===== config.mk =====
export PLATFORM = sky130hd
export DESIGN_NAME = rst_supervisor
export DESIGN_NICKNAME = d
export VERILOG_FILES = /design/src/rtl/rsup_pkg.sv /design/src/rtl/rsup_sync.sv /design/src/rtl/rsup_debounce.sv /design/src/rtl/rsup_hold_seq.sv /design/src/rtl/rst_supervisor.sv
export SDC_FILE = /design/constraint.sdc
export NUM_CORES = 1
export LEC_CHECK = 0
export ABC_AREA = 1
export BUFFER_PORTS_ARGS = -buffer_cell sky130_fd_sc_hd__buf_4
export CAP_MARGIN = 20
export CORE_UTILIZATION = 30
export CTS_CLUSTER_DIAMETER = 40
export DETAILED_ROUTE_END_ITERATION = 7
export HOLD_SLACK_MARGIN = 0.05
export PLACE_DENSITY = 0.51
export SLEW_MARGIN = 30
export SYNTH_ARGS = -nofsm -noshare
export SYNTH_HDL_FRONTEND = slang
export SYNTH_SLANG_ARGS = --single-unit

===== constraint.sdc =====
create_clock -name clk -period 1.89 [get_ports clk]
set_clock_uncertainty 0.1 [all_clocks]
set_input_delay 0.378 -clock clk [delete_from_list [all_inputs] [get_ports clk]]
set_output_delay 0.378 -clock clk [all_outputs]
set_load 0.03 [all_outputs]

===== src/rtl/rsup_pkg.sv =====
package rsup_pkg;
  typedef enum logic {SEQ_HOLD = 1'b0, SEQ_RUN = 1'b1} seq_state_t;

  function automatic int ms_to_cycles(input int clk_hz, input int ms);
    return (clk_hz / 1000) * ms;
  endfunction
endpackage


===== src/rtl/rsup_sync.sv =====
module rsup_sync #(
  parameter int   STAGES  = 2,
  parameter logic RST_VAL = 1'b0
) (
  input  logic clk,
  input  logic arst_n,
  input  logic d,
  output logic q
);
  logic [STAGES-1:0] chain;

  always_ff @(posedge clk or negedge arst_n) begin
    if (!arst_n) chain <= {STAGES{RST_VAL}};
    else         chain <= {chain[STAGES-2:0], d};
  end

  assign q = chain[STAGES-1];
endmodule


===== src/rtl/rsup_debounce.sv =====
module rsup_debounce #(
  parameter int LIMIT = 20
) (
  input  logic clk,
  input  logic arst_n,
  input  logic btn_n_s,
  output logic pressed
);
  localparam int W = (LIMIT < 2) ? 1 : $clog2(LIMIT + 1);
  localparam logic [W-1:0] LAST = W'(LIMIT - 1);

  logic [W-1:0] low_cnt;

  always_ff @(posedge clk or negedge arst_n) begin
    if (!arst_n) begin
      low_cnt <= '0;
      pressed <= 1'b0;
    end else if (btn_n_s) begin
      low_cnt <= '0;
      pressed <= 1'b0;
    end else if (!pressed) begin
      if (low_cnt == LAST) pressed <= 1'b1;
      else                 low_cnt <= low_cnt + 1'b1;
    end
  end
endmodule


===== src/rtl/rsup_hold_seq.sv =====
module rsup_hold_seq
  import rsup_pkg::*;
#(
  parameter int LIMIT = 250
) (
  input  logic clk,
  input  logic arst_n,
  input  logic hold_req,
  output logic rst_n
);
  localparam int W = (LIMIT < 2) ? 1 : $clog2(LIMIT + 1);
  localparam logic [W-1:0] LAST = W'(LIMIT - 1);

  seq_state_t   state;
  logic [W-1:0] cnt;

  always_ff @(posedge clk or negedge arst_n) begin
    if (!arst_n) begin
      state <= SEQ_HOLD;
      cnt   <= '0;
    end else if (hold_req) begin
      state <= SEQ_HOLD;
      cnt   <= '0;
    end else if (state == SEQ_HOLD) begin
      if (cnt == LAST) begin
        state <= SEQ_RUN;
        cnt   <= '0;
      end else begin
        cnt <= cnt + 1'b1;
      end
    end
  end

  assign rst_n = (state == SEQ_RUN);
endmodule


===== src/rtl/rst_supervisor.sv =====
module rst_supervisor
  import rsup_pkg::*;
#(
  parameter int CLK_HZ      = 50_000_000,
  parameter int DEB_MS      = 20,
  parameter int HOLD_MS     = 250,
  parameter int SYNC_STAGES = 2
) (
  input  logic clk,
  input  logic pwr_ok_async,
  input  logic tol_sel,
  input  logic btn_n_async,
  output logic sys_rst_n,
  output logic sys_rst,
  output logic thr_sel_o
);
  localparam int DEB_CYC  = ms_to_cycles(CLK_HZ, DEB_MS);
  localparam int HOLD_CYC = ms_to_cycles(CLK_HZ, HOLD_MS);

  logic pwr_s;
  logic btn_s;
  logic btn_qual;
  logic seq_rst_n;

  rsup_sync #(.STAGES(SYNC_STAGES), .RST_VAL(1'b0)) u_pwr_sync (
    .clk(clk), .arst_n(pwr_ok_async), .d(1'b1), .q(pwr_s)
  );

  rsup_sync #(.STAGES(SYNC_STAGES), .RST_VAL(1'b1)) u_btn_sync (
    .clk(clk), .arst_n(pwr_s), .d(btn_n_async), .q(btn_s)
  );

  rsup_debounce #(.LIMIT(DEB_CYC)) u_deb (
    .clk(clk), .arst_n(pwr_s), .btn_n_s(btn_s), .pressed(btn_qual)
  );

  rsup_hold_seq #(.LIMIT(HOLD_CYC)) u_seq (
    .clk(clk), .arst_n(pwr_s), .hold_req(btn_qual), .rst_n(seq_rst_n)
  );

  assign sys_rst_n = seq_rst_n;
  assign sys_rst   = ~seq_rst_n;
  assign thr_sel_o = tol_sel;
endmodule


==> results.cfg <==
[die]
fp-row-count = 36
initial_core_util_pct = 31.0
dieArea_um2 = 10500
dieHeight_um = 103
die_w_um = 103
ios = 7
core-area_um2 = 9820

[routing]
drt-pass1-iter-count = 4
wl_per_cell_um = 12.4
drc = 0
ant_nets = 0
vias_per_cell = 4.66
wl_mm = 7.24
vias = 2729
dr.first_iter.drc_count = 90

[critical_path]
r2r-end = u_deb.low_cnt[0]
rr_startpoint = u_deb.low_cnt[1]
crit_arrival_ps = 1860
worstSetupEndpointType = register
critPathLaunchType = register
path_max_fanout = 25
required_ps = 2010
r2r_slack_ps = 150
crit_type = register to register
r2r_cells = 11

[cts]
cts_tree = built
clock_sink_count = 50
clk_latency_ps = 310
cts_root_buf = clkbuf_8
clk_pin_slew_ps = 90
htree_levels = 2
clockBufferDepth = 2
numCtsBuffers = 5

[cells_and_area]
fin_util_pct = 35.1
seq_area_um2 = 1250
area_growth_pct = 13.2
drive_gt1_share_pct = 11.3
final_area_um2 = 3440
fill_cells = 1105
diodes = 0
multi_input_comb_area_um2 = 1590
final_cells = 586
nNetsFinal = 459

[logic_synthesis]
syn-num-nets = 438
ys_warn_count = 0
synth_top_area_cell = dfrtp_1
netlist_instances = 432
synth_flop_cell = dfrtp_1
avgSynthCellArea_um2 = 7.04
ys_seq_area_share_pct = 41.2
async_reset_ff_share_pct = 100
synth_top_area_share_pct = 39.5
synth_seq_cells = 50
yosys.cell_count.top_type = nand2_1
synth_area_leaders = dfrtp_1 (39%), nand2_1 (18%), nor2_1 (8.0%)
netlist_area_um2 = 3040
synth_edf_count = 0
synth_commonest_cells = nand2_1 (145), nor2_1 (65), dfrtp_1 (48)
synthDistinctLibCells = 34

[sta]
setup_viol = 0
fmax_mhz = 573
min_period_over_period_pct = 92.3
hold_viol = 0
maxSlewHeadroom_pct = 61.6
period_minus_slack_ps = 1740
worst_slack_ps = 145
slew_violations = 0
tns_ps = 0
tightest_slew_ps = 576
rsz0062_at_grt = yes

[place]
dpl_worst_slack_ps = 18.5
dpl-instance-area_um2 = 3310
place_congestion = 0.871
port-buffer-count = 4
placed_cells = 576
dp_hpwl_mm = 5.50

[worst_hold_path]
min_path_type = primary input to register
hold_start = btn_n_async
holdPathStages = 1
hold_end = u_btn_sync.chain[0]

[grt]
first_global_vias = 2773
grt_antenna_before_repair = 0
grt_use_total_pct = 15.4
grt_pass1_wl_mm = 12.6
grt_overflow = 0
grt_max_degree = 26

[power_and_ir_drop]
power-per-cell-area_nw_per_um2 = 511
peakVddDrop_uv = 251
leakage_nw = 1.59

[flow_run]
cap_violations = 0

[run_status]
status = completed
[repair_timing]
item / in CTS / in global routing
endpoints found under the hold margin: 2 / 0
setup buffers: 0 / 1
hold buffers: 1 / 0
setup endpoints to repair: 0 / 24
gates resized for setup: 0 / 11
[routing by layer]
| layer | global-route usage, % | share of wire [%] | vias to the layer above |
|---|---|---|---|
| li1 | - | - | 1416 |
| met1 | 18.3 | 46 | 1265 |
| met2 | 28.6 | 50 | 39 |
| met3 | 2.31 | 2.1 | 9 |
| met4 | 4.62 | 1.4 | 0 |
| met5 | 0 | 0 | - |
[critical path: stages, from the launching register on]
cell and delay (ps):
dfrtp_1 380, ha_2 190, nand2_2 110, nor2_8 140, nand2_4 70, nor2_2 110, nand2_2 90, nand2_4 130
nand2_4 100, clkinv_8 110, nand2_1 50, o21ai_0 70
[kinds of logic (layout without fill, tap and decap cells)]
kind of cell | Yosys count | count (layout) | share of synthesized area, %
XOR/XNOR | 15 | 15 | 4.32
other | 1 | 1 | 0.123
flip-flops | 50 | 50 | 41.2
buffers and inverters | 49 | 70 | 7.07
AO/OA/AOI/OAI | 34 | 34 | 6.58
adder cells (fa/ha/maj) | 2 | 2 | 0.822
AND/OR/NAND/NOR | 281 | 281 | 39.9
[cells in the final DEF, fill, tap and decap left out, types with 2 or more instances in the layout]
cell type	Yosys	routed
nand2_1	145	143
nor2_1	65	63
dfrtp_1	48	47
nand3_1	44	44
inv_1	39	39
o21ai_0	18	16
buf_4	2	16
nand4_1	12	12
xor2_1	12	12
o22ai_1	7	7
clkbuf_8	0	5
nand2_2	2	4
nor2_2	2	4
o21bai_1	4	4
nand2_4	3	3
clkinvlp_4	0	3
xnor2_1	3	3
or2_2	3	3
o21ai_1	1	3
o21ai_2	2	2
buf_12	0	2
dfstp_2	2	2
[final cells by class]
cell class	instances	share of cell area (%)
inverters	43	5.16
repair buffers	19	4.94
clock buffers	6	2.11
multi-input cells	333	46.1
flip-flops and latches	50	36.4
clock inverters	1	0.218
repair inverters	1	0.218
well taps	133	4.83
[worst max path at each step]
stage / from / to / cells after the start
after global placement: u_deb.low_cnt[0] / u_deb.low_cnt[16] / 10
after global routing: u_deb.low_cnt[1] / u_deb.low_cnt[0] / 10
final: u_deb.low_cnt[1] / u_deb.low_cnt[0] / 11
after CTS: u_deb.low_cnt[0] / u_deb.low_cnt[16] / 10
after detailed placement: u_deb.low_cnt[0] / u_deb.low_cnt[16] / 10
after floorplan: u_seq.rst_n / u_seq.cnt[2] / 5
[flip-flops by register name, indices dropped and copies added, names as in the netlist]
register	flops
u_seq.rst_n	1
u_pwr_sync.chain	2
u_deb.pressed	1
u_seq.cnt	24
u_deb.low_cnt	20
u_btn_sync.chain	2
[through the flow]
| step | hold slack [ps] | total power, mW |
|---|---|---|
| detailed placement | 63.4 | 1.16 |
| global route | 68.0 | 1.84 |
| floorplan | -17.6 | 1.14 |
| finish | 75.7 | 1.76 |
| CTS | 60.9 | 1.80 |
| global placement | 61.4 | 1.16 |
[power by group]
| group | internal [mW] | leakage, nW | switching [mW] |
|---|---|---|---|
| registers | 1.08 | 0.674 | 0.0165 |
| logic | 0.0180 | 0.878 | 0.0263 |
| clock network | 0.255 | 0.0373 | 0.365 |
Power figures use the tool's default switching activity.
